[config.mk]
export PLATFORM = sky130hd
export DESIGN_NAME = frac_lut_cell
export DESIGN_NICKNAME = d
export VERILOG_FILES = /design/src/rtl/flc_pkg.sv /design/src/rtl/lut_cfg_chain.sv /design/src/rtl/lut_result_sel.sv /design/src/rtl/lut_out_stage.sv /design/src/rtl/frac_lut_cell.sv
export SDC_FILE = /design/constraint.sdc
export NUM_CORES = 1
export LEC_CHECK = 0
export ABC_AREA = 1
export BUFFER_PORTS_ARGS = -buffer_cell sky130_fd_sc_hd__buf_2
export CAP_MARGIN = 25
export CORE_MARGIN = 2
export CORE_UTILIZATION = 67
export CTS_CLUSTER_DIAMETER = 50
export DETAILED_ROUTE_END_ITERATION = 12
export GPL_TIMING_DRIVEN = 1
export HOLD_SLACK_MARGIN = 0.03
export PLACE_DENSITY = 0.87
export RECOVER_POWER = 100
export SLEW_MARGIN = 20
export SYNTH_ARGS = -nofsm -noshare
export SYNTH_HDL_FRONTEND = slang
export SYNTH_SLANG_ARGS = --single-unit
[constraint.sdc]
create_clock -name clk -period 5.9 [get_ports clk]
set_input_delay 0.59 -clock clk [delete_from_list [all_inputs] [get_ports clk]]
set_output_delay 0.59 -clock clk [all_outputs]
set_load 0.1 [all_outputs]
[src/rtl/flc_pkg.sv]
package flc_pkg;

  localparam int LUT_INPUTS = 6;
  localparam int TBL_W      = 1 << LUT_INPUTS;
  localparam int CODE_W     = 3;
  localparam int NUM_RES    = 2;
  localparam int CHAIN_W    = TBL_W + CODE_W + NUM_RES;

  localparam logic [CODE_W-1:0] LAY_SIX_LO    = 3'd0;
  localparam logic [CODE_W-1:0] LAY_SIX_HI    = 3'd1;
  localparam logic [CODE_W-1:0] LAY_QUAD_PAIR = 3'd2;
  localparam logic [CODE_W-1:0] LAY_FIVE_THR  = 3'd3;
  localparam logic [CODE_W-1:0] LAY_FIVE_FIVE = 3'd4;
  localparam logic [CODE_W-1:0] LAY_SIX_SHARE = 3'd5;

  typedef struct packed {
    logic a;
    logic b;
    logic c;
    logic d;
    logic e0;
    logic f0;
    logic e1;
    logic f1;
  } cell_in_t;

  typedef struct packed {
    logic                  hit;
    logic [LUT_INPUTS-1:0] idx;
  } tap_t;

  // Table index for one result; hit=0 means that result is forced low.
  function automatic tap_t result_tap(input logic [CODE_W-1:0] code,
                                      input cell_in_t x,
                                      input logic res);
    tap_t t;
    t = '0;
    case (code)
      LAY_SIX_LO: if (!res) t = '{1'b1, {x.f0, x.e0, x.d, x.c, x.b, x.a}};
      LAY_SIX_HI: if (res)  t = '{1'b1, {x.f1, x.e1, x.d, x.c, x.b, x.a}};
      LAY_QUAD_PAIR:
        t = res ? '{1'b1, {2'b10, x.f1, x.e1, x.d, x.c}}
                : '{1'b1, {2'b00, x.f0, x.e0, x.b, x.a}};
      LAY_FIVE_THR:
        t = res ? '{1'b1, {3'b100, x.f1, x.e1, x.d}}
                : '{1'b1, {1'b0, x.f0, x.e0, x.c, x.b, x.a}};
      LAY_FIVE_FIVE:
        t = res ? '{1'b1, {1'b1, x.f1, x.e1, x.d, x.b, x.a}}
                : '{1'b1, {1'b0, x.f0, x.e0, x.c, x.b, x.a}};
      LAY_SIX_SHARE:
        t = res ? '{1'b1, {x.f1, x.e1, x.d, x.c, x.b, x.a}}
                : '{1'b1, {x.f0, x.e0, x.d, x.c, x.b, x.a}};
      default: t = '0;
    endcase
    return t;
  endfunction

endpackage

[src/rtl/lut_cfg_chain.sv]
module lut_cfg_chain #(
  parameter int WIDTH = 69
) (
  input  logic             clk,
  input  logic             rst,
  input  logic             shift_en,
  input  logic             din,
  output logic [WIDTH-1:0] chain_q
);

  always_ff @(posedge clk) begin
    if (rst)
      chain_q <= '0;
    else if (shift_en)
      chain_q <= {chain_q[WIDTH-2:0], din};
  end

endmodule

[src/rtl/lut_result_sel.sv]
module lut_result_sel
  import flc_pkg::*;
#(
  parameter bit RES = 1'b0
) (
  input  logic [CODE_W-1:0] code,
  input  cell_in_t          ins,
  input  logic [TBL_W-1:0]  tbl,
  input  logic              quiet,
  output logic              comb
);

  tap_t tap;

  always_comb begin
    tap  = result_tap(code, ins, RES);
    comb = tap.hit & tbl[tap.idx] & ~quiet;
  end

endmodule

[src/rtl/lut_out_stage.sv]
module lut_out_stage (
  input  logic clk,
  input  logic rst,
  input  logic ce,
  input  logic bypass,
  input  logic quiet,
  input  logic d,
  output logic q
);

  logic cap_q;

  always_ff @(posedge clk) begin
    if (rst)
      cap_q <= 1'b0;
    else if (ce)
      cap_q <= d;
  end

  always_comb q = quiet ? 1'b0 : (bypass ? d : cap_q);

endmodule

[src/rtl/frac_lut_cell.sv]
module frac_lut_cell
  import flc_pkg::*;
(
  input  logic clk,
  input  logic rst,
  input  logic cfg_load,
  input  logic cfg_bit,
  input  logic ce,
  input  logic in_a,
  input  logic in_b,
  input  logic in_c,
  input  logic in_d,
  input  logic in_e0,
  input  logic in_f0,
  input  logic in_e1,
  input  logic in_f1,
  output logic out0,
  output logic out1
);

  localparam int CODE_LSB = NUM_RES;
  localparam int TBL_LSB  = NUM_RES + CODE_W;

  logic [CHAIN_W-1:0] chain_q;
  logic [TBL_W-1:0]   tbl_w;
  logic [CODE_W-1:0]  code_w;
  logic [NUM_RES-1:0] byp_w;
  logic [NUM_RES-1:0] comb_w;
  logic [NUM_RES-1:0] res_w;
  logic               comb0_w, comb1_w, byp0_w, byp1_w;
  cell_in_t           ins_w;

  lut_cfg_chain #(.WIDTH(CHAIN_W)) u_chain (
    .clk     (clk),
    .rst     (rst),
    .shift_en(cfg_load),
    .din     (cfg_bit),
    .chain_q (chain_q)
  );

  assign tbl_w  = chain_q[TBL_LSB +: TBL_W];
  assign code_w = chain_q[CODE_LSB +: CODE_W];
  // bit 1 of the chain tail bypasses result 0, bit 0 bypasses result 1
  assign byp_w  = {chain_q[0], chain_q[1]};
  assign ins_w  = '{in_a, in_b, in_c, in_d, in_e0, in_f0, in_e1, in_f1};

  for (genvar g = 0; g < NUM_RES; g++) begin : g_res
    lut_result_sel #(.RES(g[0])) u_sel (
      .code (code_w),
      .ins  (ins_w),
      .tbl  (tbl_w),
      .quiet(cfg_load),
      .comb (comb_w[g])
    );
    lut_out_stage u_out (
      .clk   (clk),
      .rst   (rst),
      .ce    (ce),
      .bypass(byp_w[g]),
      .quiet (cfg_load),
      .d     (comb_w[g]),
      .q     (res_w[g])
    );
  end

  assign out0    = res_w[0];
  assign out1    = res_w[1];
  assign comb0_w = comb_w[0];
  assign comb1_w = comb_w[1];
  assign byp0_w  = byp_w[0];
  assign byp1_w  = byp_w[1];

endmodule

==> run_results.csv, run 1 <==
group,metric,value,unit
run_status,status,"finished, violations left",
run_status,violations,"max-capacitance violations, max-slew violations",
pwr,finalPower,1.19,mW
sta,hold_violations,0,
global_route,grt_pass1_vias,3984,
synthesis,syn-cell-area,0.00411,mm2
layout,layout_commonest_cell,"nand2_1",
detailed_routing,via_per_inst,6.01,
global_route,grt_first_pass_wirelength,18.5,mm
worst_setup_path,cp_data_required_time,5310,ps
layout,drive_above_1_share,0.0620,
synthesis,synth-seq-area-share,0.346,
clock_tree,clock_sinks,71,
worst_setup_path,cp-start-kind,"register",
worst_setup_path,worst_ep_arrival_time,4140,ps
layout,antenna_cells,0,
global_route,grt_max_degree,74,
synthesis,syn_nets,697,
layout,area_growth,4.88,%
flow_run,drv_cap,1,
synthesis,ys_ff_latch,71,
detailed_routing,vias,4521,
synthesis,yosys_warnings,0,
detailed_routing,wire_per_inst,15.0,um
layout,post-route-util,0.727,
worst_setup_path,path_common_cell,"nand2_1",
min_path,hold_path.class,"in2reg",
pwr,peakVddDrop,0.000208,V
pwr,leakagePower,1.89,nW
pwr,p_int,0.777,mW
clock_tree,cts.clk_slew.worst_paths,70,ps
sta,finalSetupViolCount,0,
clock_tree,cts_buffer_depth,2,
pwr,seqPwrFrac,0.461,
clock_tree,cts_tree,"yes",
worst_setup_path,worstSetupPathType,"reg2out",
worst_setup_path,path_cells,"inv_1, nand4_1, nand2_1, nor2_1, buf_8, nand2_1, nand3_1, nand2_1, nand2_1, nand3_1, nand3_1, nand3_1, nand2_1, nand2_1, a21oi_1, clkbuf_1",
floorplan,die-area,0.00677,mm2
detailed_routing,top_layer,"met4",
placement,place_ws,1930,ps
detailed_routing,drt_iter0_drc,370,
pwr,swShare,0.344,
global_route,antenna_found_initial,0,
detailed_routing,drcViolationCount,0,
floorplan,coreArea,0.00592,mm2
synthesis,synth_area_per_cell,6.00,um2
worst_setup_path,cp_slowest_cell,"clkbuf_1",
layout,final_cell_mix,"170 x nand2_1, 136 x nor2_1, 108 x nand3_1",
worst_setup_path,critPathTopFamily,"simple AND/OR/NAND/NOR gates",
detailed_routing,drtPass1Iterations,5,
sta,worst_clock_skew,6.07,ps
detailed_routing,ant_nets,0,
synthesis,yosysUniqueCellTypes,25,
clock_tree,root_buffer,"clkbuf_8",
pwr,p_per_area,275,mW/mm2
sta,final.setup.tns,0,ps
worst_setup_path,setup.worst_path.end_class,"primary output",
detailed_routing,wl_met1,4.89,mm
sta,finalCritPeriodShare,0.801,
sta,fmaxAchievable,212,MHz
pwr,power.switching,0.408,mW
clock_tree,clock_latency,360,ps
worst_setup_path,max_stage_delay,880,ps
clock_tree,cts_buffers,9,
worst_setup_path,path_buf_inv,3,
sta,slew_headroom,-0.723,
clock_tree,cts.htree.levels,3,
clock_tree,hold_buffers,0,
floorplan,rows,28,
global_route,grt_overflow,0,
sta,slew_violations,74,
placement,place_congestion,0.949,
sta,grt_setup_unrepaired,"false",
placement,placed_cells,736,
global_route,track_usage,0.356,
clock_tree,ctsResizeCount,0,
layout,num-nets-final,685,
synthesis,synth_cells,684,
layout,fin_cells,752,
sta,worstMarginPinSlew,2580,ps
worst_setup_path,path_max_fanout,17,
floorplan,io_pins,15,
placement,hpwl,7.61,mm
detailed_routing,dr_wl_met2,5.11,mm
placement,place.port_buffers,14,
detailed_routing,dr_wl_met3,881,um
detailed_routing,drt_wl_total,11.3,mm
sta,timing.final.crit_period,4730,ps
clock_tree,post_cts.repair.setup_buffers,0,
pwr,clkPwrFrac,0.304,
sta,setup_ws,1170,ps
floorplan,chipHeight,82.3,um
floorplan,die_w,82.3,um
floorplan,start_util,0.694,
pwr,comb_power_share,0.235,
## state kept, by name (all words and copies together), names as in the netlist
signal and flops:
u_chain.chain_q 69, g_res.u_out.cap_q 2
## worst paths after layout
path | to | start | slack (ps) | depth (start not counted)
setup / recovery | out1 | u_chain.chain_q[2] | 1170 | 16
hold reg to reg | u_chain.chain_q[2] | u_chain.chain_q[1] | 510 | 2
hold / removal | g_res[0].u_out.cap_q | ce | 450 | 2
setup reg to reg | g_res[0].u_out.cap_q | u_chain.chain_q[2] | 2530 | 14
## Yosys cell counts
cell	count	area share
buf_1	3	0.0027
inv_2	5	0.0046
nor2_2	3	0.0046
buf_4	3	0.0055
a22oi_1	1	0.0018
nand3_2	1	0.0024
nor2_1	136	0.12
o21ai_1	2	0.0024
o221ai_1	1	0.0021
o211ai_2	1	0.0030
a21oi_1	15	0.018
clkinv_1	1	0.00091
o21a_1	1	0.0018
buf_2	16	0.020
nand4_1	21	0.032
nand3_1	107	0.13
nand3b_1	1	0.0018
nand2_1	170	0.16
nand2_2	1	0.0015
o21ai_2	1	0.0021
o22ai_1	2	0.0030
clkbuf_1	22	0.020
inv_1	24	0.022
dfxtp_1	71	0.35
o21ai_0	75	0.091
## power groups by stage
stage	combinational [mW]	clock (mW)	sequential, mW
after floorplan	0.223	0	0.542
after global placement	0.261	0	0.555
after detailed placement	0.273	0	0.556
after CTS	0.275	0.359	0.545
after global routing	0.316	0.373	0.551
final	0.279	0.360	0.547
## cell families (layout without fill, tap and decap cells)
group                  after synthesis  in the layout  share of synthesized area
AO/OA/AOI/OAI                       99             99                      0.126
buffers and inverters               74             67                     0.0753
flip-flops                          71             71                      0.346
AND/OR/NAND/NOR                    440            440                      0.452
## through the flow
stage	area (um2)	hold slack [ps]
floorplan	4110	458
global placement	4110	480
detailed placement	4140	498
CTS	4320	447
global route	4310	453
finish	4310	446
## cell type report
cell class	count	area [um2]
clock buffer	13	159
clock inverter	3	17.5
fill	533	1610
inverter	30	113
multi-input combinational	539	2370
sequential	71	1420
tap	75	93.8
timing repair buffer	21	131
## worst register-to-register path, cell delays in order, from the launching register on
cell	delay, ps
dfxtp_1	550
nor2_1	120
nand2_1	70
nand2_1	90
nand2_1	500
nand3_1	660
inv_1	530
nand2_1	90
nand3_1	90
nand3_1	70
nand3_1	80
nand3_1	70
nand3b_1	90
nand3_1	140
a21oi_1	150
## metal layers
layer	vias up	track usage
li1	2224	-
met1	2050	0.460
met2	199	0.552
met3	48	0.0989
met4	0	0.155
met5	-	0
No activity file was read; power rests on OpenSTA's default activity.
==> inputs of run 2 (changes only) <==
--- a/config.mk
+++ b/config.mk
@@ -5,16 +5,16 @@
 export SDC_FILE = /design/constraint.sdc
 export NUM_CORES = 1
 export LEC_CHECK = 0
-export ABC_AREA = 1
+export ABC_AREA = 0
 export BUFFER_PORTS_ARGS = -buffer_cell sky130_fd_sc_hd__buf_2
 export CAP_MARGIN = 25
 export CORE_MARGIN = 2
-export CORE_UTILIZATION = 67
+export CORE_UTILIZATION = 63
 export CTS_CLUSTER_DIAMETER = 50
 export DETAILED_ROUTE_END_ITERATION = 12
 export GPL_TIMING_DRIVEN = 1
 export HOLD_SLACK_MARGIN = 0.03
-export PLACE_DENSITY = 0.87
+export PLACE_DENSITY = 0.83
 export RECOVER_POWER = 100
 export SLEW_MARGIN = 20
 export SYNTH_ARGS = -nofsm -noshare
==> constraint.sdc (replaced) <==
create_clock -name clk -period 4.5 [get_ports clk]
set_input_delay 0.45 -clock clk [delete_from_list [all_inputs] [get_ports clk]]
set_output_delay 0.45 -clock clk [all_outputs]
set_load 0.1 [all_outputs]
==> run 2 against run 1 <==
Compared with the run above:
- the flow now finishes without violations
- register-to-register slack got worse by 1400 ps
- largest power group unchanged
- non-clock buffer count increased by 2
- die area increased by 19%
- area after synthesis increased by 13%
- first-iteration DRC count increased by 56%
- highest routed layer unchanged
- clock power increased by 17%
- global-route usage decreased by 4.9 points
==> run_results.csv, run 2 <==
group,metric,value,unit
run_status,status,"completed",
worst_setup_path,max_stage_delay,650,ps
floorplan,rows,31,
pwr,peakVddDrop,0.000203,V
pwr,p_per_area,247,mW/mm2
sta,finalSetupViolCount,0,
clock_tree,root_buffer,"clkbuf_8",
floorplan,die_w,89.9,um
sta,slew_headroom,0.443,
synthesis,synthArstFlopShare,0,
synthesis,yosys.area.top_type,"dfxtp_1",
clock_tree,clock_sinks,71,
synthesis,synth_edf_count,0,
global_route,grt_pass1_vias,4110,
pwr,finalPower,1.21,mW
clock_tree,cts_buffer_depth,2,
floorplan,coreArea,0.00721,mm2
detailed_routing,via_per_inst,7.05,
synthesis,yosys_warnings,0,
clock_tree,clock_latency,340,ps
placement,hpwl,8.76,mm
placement,placed_cells,615,
sta,worst_clock_skew,4.82,ps
worst_setup_path,r2r_end,"g_res[1].u_out.cap_q",
placement,place_congestion,0.995,
detailed_routing,drtPass1Iterations,6,
sta,worstMarginPinSlew,825,ps
worst_setup_path,worst_ep_arrival_time,3850,ps
synthesis,ys_ff_latch,71,
synthesis,synthFlopType,"dfxtp_1",
worst_setup_path,setup.worst_path.end_class,"primary output",
clock_tree,cts.clk_slew.worst_paths,70,ps
pwr,leakagePower,1.89,nW
worst_setup_path,path_cells,"buf_4, or3b_1, and2_1, o22ai_1, a211o_1, o2bb2ai_1, a2111oi_2, a32oi_1, a211oi_2, buf_2",
synthesis,synthTopCellsByCount,"88 x mux2i_1, 77 x nor2_1, 71 x dfxtp_1",
layout,antenna_cells,0,
worst_setup_path,cp_slowest_cell,"dfxtp_1",
global_route,grt_max_degree,50,
worst_setup_path,cp-start-kind,"register",
global_route,grt_util_met2,0.468,
layout,post-route-util,0.677,
worst_setup_path,cp_data_required_time,4050,ps
global_route,met3_usage,0.0788,
clock_tree,cts_buffers,9,
synthesis,syn-cell-area,0.00465,mm2
global_route,grtUsageMet1,0.403,
detailed_routing,wire_per_inst,19.7,um
floorplan,die-area,0.00809,mm2
floorplan,start_util,0.645,
layout,area_growth,4.89,%
layout,n_fill_cell,578,
worst_setup_path,timing.rr.start,"u_chain.chain_q[3]",
worst_setup_path,r2r_setup_slack,1120,ps
worst_setup_path,worstSetupPathType,"reg2out",
worst_setup_path,rr_worst_depth,9,
synthesis,synth.most_common_cell,"mux2i_1",
sta,whs,329,ps
detailed_routing,drt_iter0_drc,578,
clock_tree,hold_buffers,0,
clock_tree,cts.htree.levels,3,
synthesis,ys_top_cells_by_area,"dfxtp_1 31%, mux2i_1 19%, nor2_1 6.2%, a211oi_1 4.0%, and3_1 2.3%",
detailed_routing,drt_wl_total,12.4,mm
layout,layout_commonest_cell,"mux2i_1",
global_route,antenna_found_initial,0,
sta,grt_setup_unrepaired,"false",
layout,top_register,"u_chain.chain_q",
floorplan,chipHeight,89.9,um
synthesis,synth_cells,539,
sta,hold_violations,0,
global_route,grt_first_pass_wirelength,20.4,mm
sta,finalCritPeriodShare,0.956,
min_path,hold_path.class,"in2reg",
detailed_routing,ant_nets,0,
synthesis,synth_top_cell_area_share,0.305,
sta,fmaxAchievable,233,MHz
global_route,grt_overflow,0,
global_route,track_usage,0.307,
synthesis,syn_nets,552,
synthesis,yosysUniqueCellTypes,76,
synthesis,synth_area_per_cell,8.63,um2
sta,timing.final.crit_period,4300,ps
layout,largest_reg_flops,69,
clock_tree,cts_tree,"yes",
global_route,top_usage_layer,"met2",
floorplan,io_pins,15,
worst_setup_path,path_max_fanout,17,
layout,num-nets-final,540,
layout,drive_above_1_share,0.113,
flow_run,drv_cap,0,
layout,fin_cells,631,
layout,largestRegisters,"u_chain.chain_q: 69 flops, g_res.u_out.cap_q: 2 flops",
sta,final.setup.tns,0,ps
worst_setup_path,crit_start,"u_chain.chain_q[3]",
worst_setup_path,crit_end,"out0",
layout,final_cell_mix,"88 x mux2i_1, 77 x nor2_1, 70 x dfxtp_1",
detailed_routing,vias,4451,
synthesis,synth-seq-area-share,0.305,
placement,place.port_buffers,14,
sta,slew_violations,0,
detailed_routing,drcViolationCount,0,
==> run 2: cell types whose count changed after synthesis, sizes merged, moves of 21 or more <==
cell / change
mux2i: +88
inv: -21
o21ai: -56
nand2: -152
nand3: -96
a211oi: +26
nor2: -61
==> run 2: routing by layer <==
| layer | share of wire | routed length (um) |
|---|---|---|
| met5 | 0 | 0 |
| met3 | 0.11 | 1320 |
| met4 | 0.044 | 546 |
| met2 | 0.44 | 5490 |
| met1 | 0.41 | 5060 |
==> run 2: cell type report <==
cell class | count | area (um2) | share of cell area
clock buffers | 12 | 135 | 0.0277
flip-flops and latches | 71 | 1420 | 0.291
repair buffers | 23 | 168 | 0.0344
well taps | 99 | 124 | 0.0254
inverters | 8 | 30.0 | 0.00615
multi-input cells | 414 | 2980 | 0.610
clock inverters | 4 | 22.5 | 0.00461
==> run 2: cell families after synthesis <==
family | after synthesis | synth area share
DFF | 71 | 0.305
and+or+nand+nor | 182 | 0.206
muxes | 91 | 0.199
AOI/OAI and AO/OA | 140 | 0.232
adders and majority gates | 1 | 0.00215
buffers and inverters | 54 | 0.0554
==> run 2: worst max-delay path: cells and delay by family, from the launching register on <==
family | cells | cell delay [ps]
compound gates | 6 | 1450
buf+inv | 2 | 740
flops | 1 | 650
simple gates | 2 | 670
==> run 2: metrics by stage <==
step	instance area [um2]	setup WS (ps)
finish	4880	199
global route	4880	10.6
CTS	4880	150
detailed placement	4720	556
global placement	4700	689
floorplan	4660	378
==> run 2: power breakdown <==
part / switching, mW / internal, mW
clock: 0.226 / 0.198
combinational: 0.0972 / 0.0546
sequential: 0.00272 / 0.630
==> run 2: what timing repair did <==
action | in CTS | in global routing
endpoints found under the setup margin | 0 | 2
setup buffers | 0 | 0
gates resized for setup | 0 | 1
==> run 2: worst min-delay path by stage <==
stage | start | endpoint | slack (ps) | cells after the start
floorplan | g_res[1].u_out.cap_q | g_res[1].u_out.cap_q | 460 | 2
global placement | g_res[1].u_out.cap_q | g_res[1].u_out.cap_q | 470 | 2
detailed placement | g_res[1].u_out.cap_q | g_res[1].u_out.cap_q | 490 | 2
global route | ce | g_res[0].u_out.cap_q | 320 | 2
CTS | ce | g_res[0].u_out.cap_q | 310 | 2
finish | ce | g_res[0].u_out.cap_q | 330 | 2
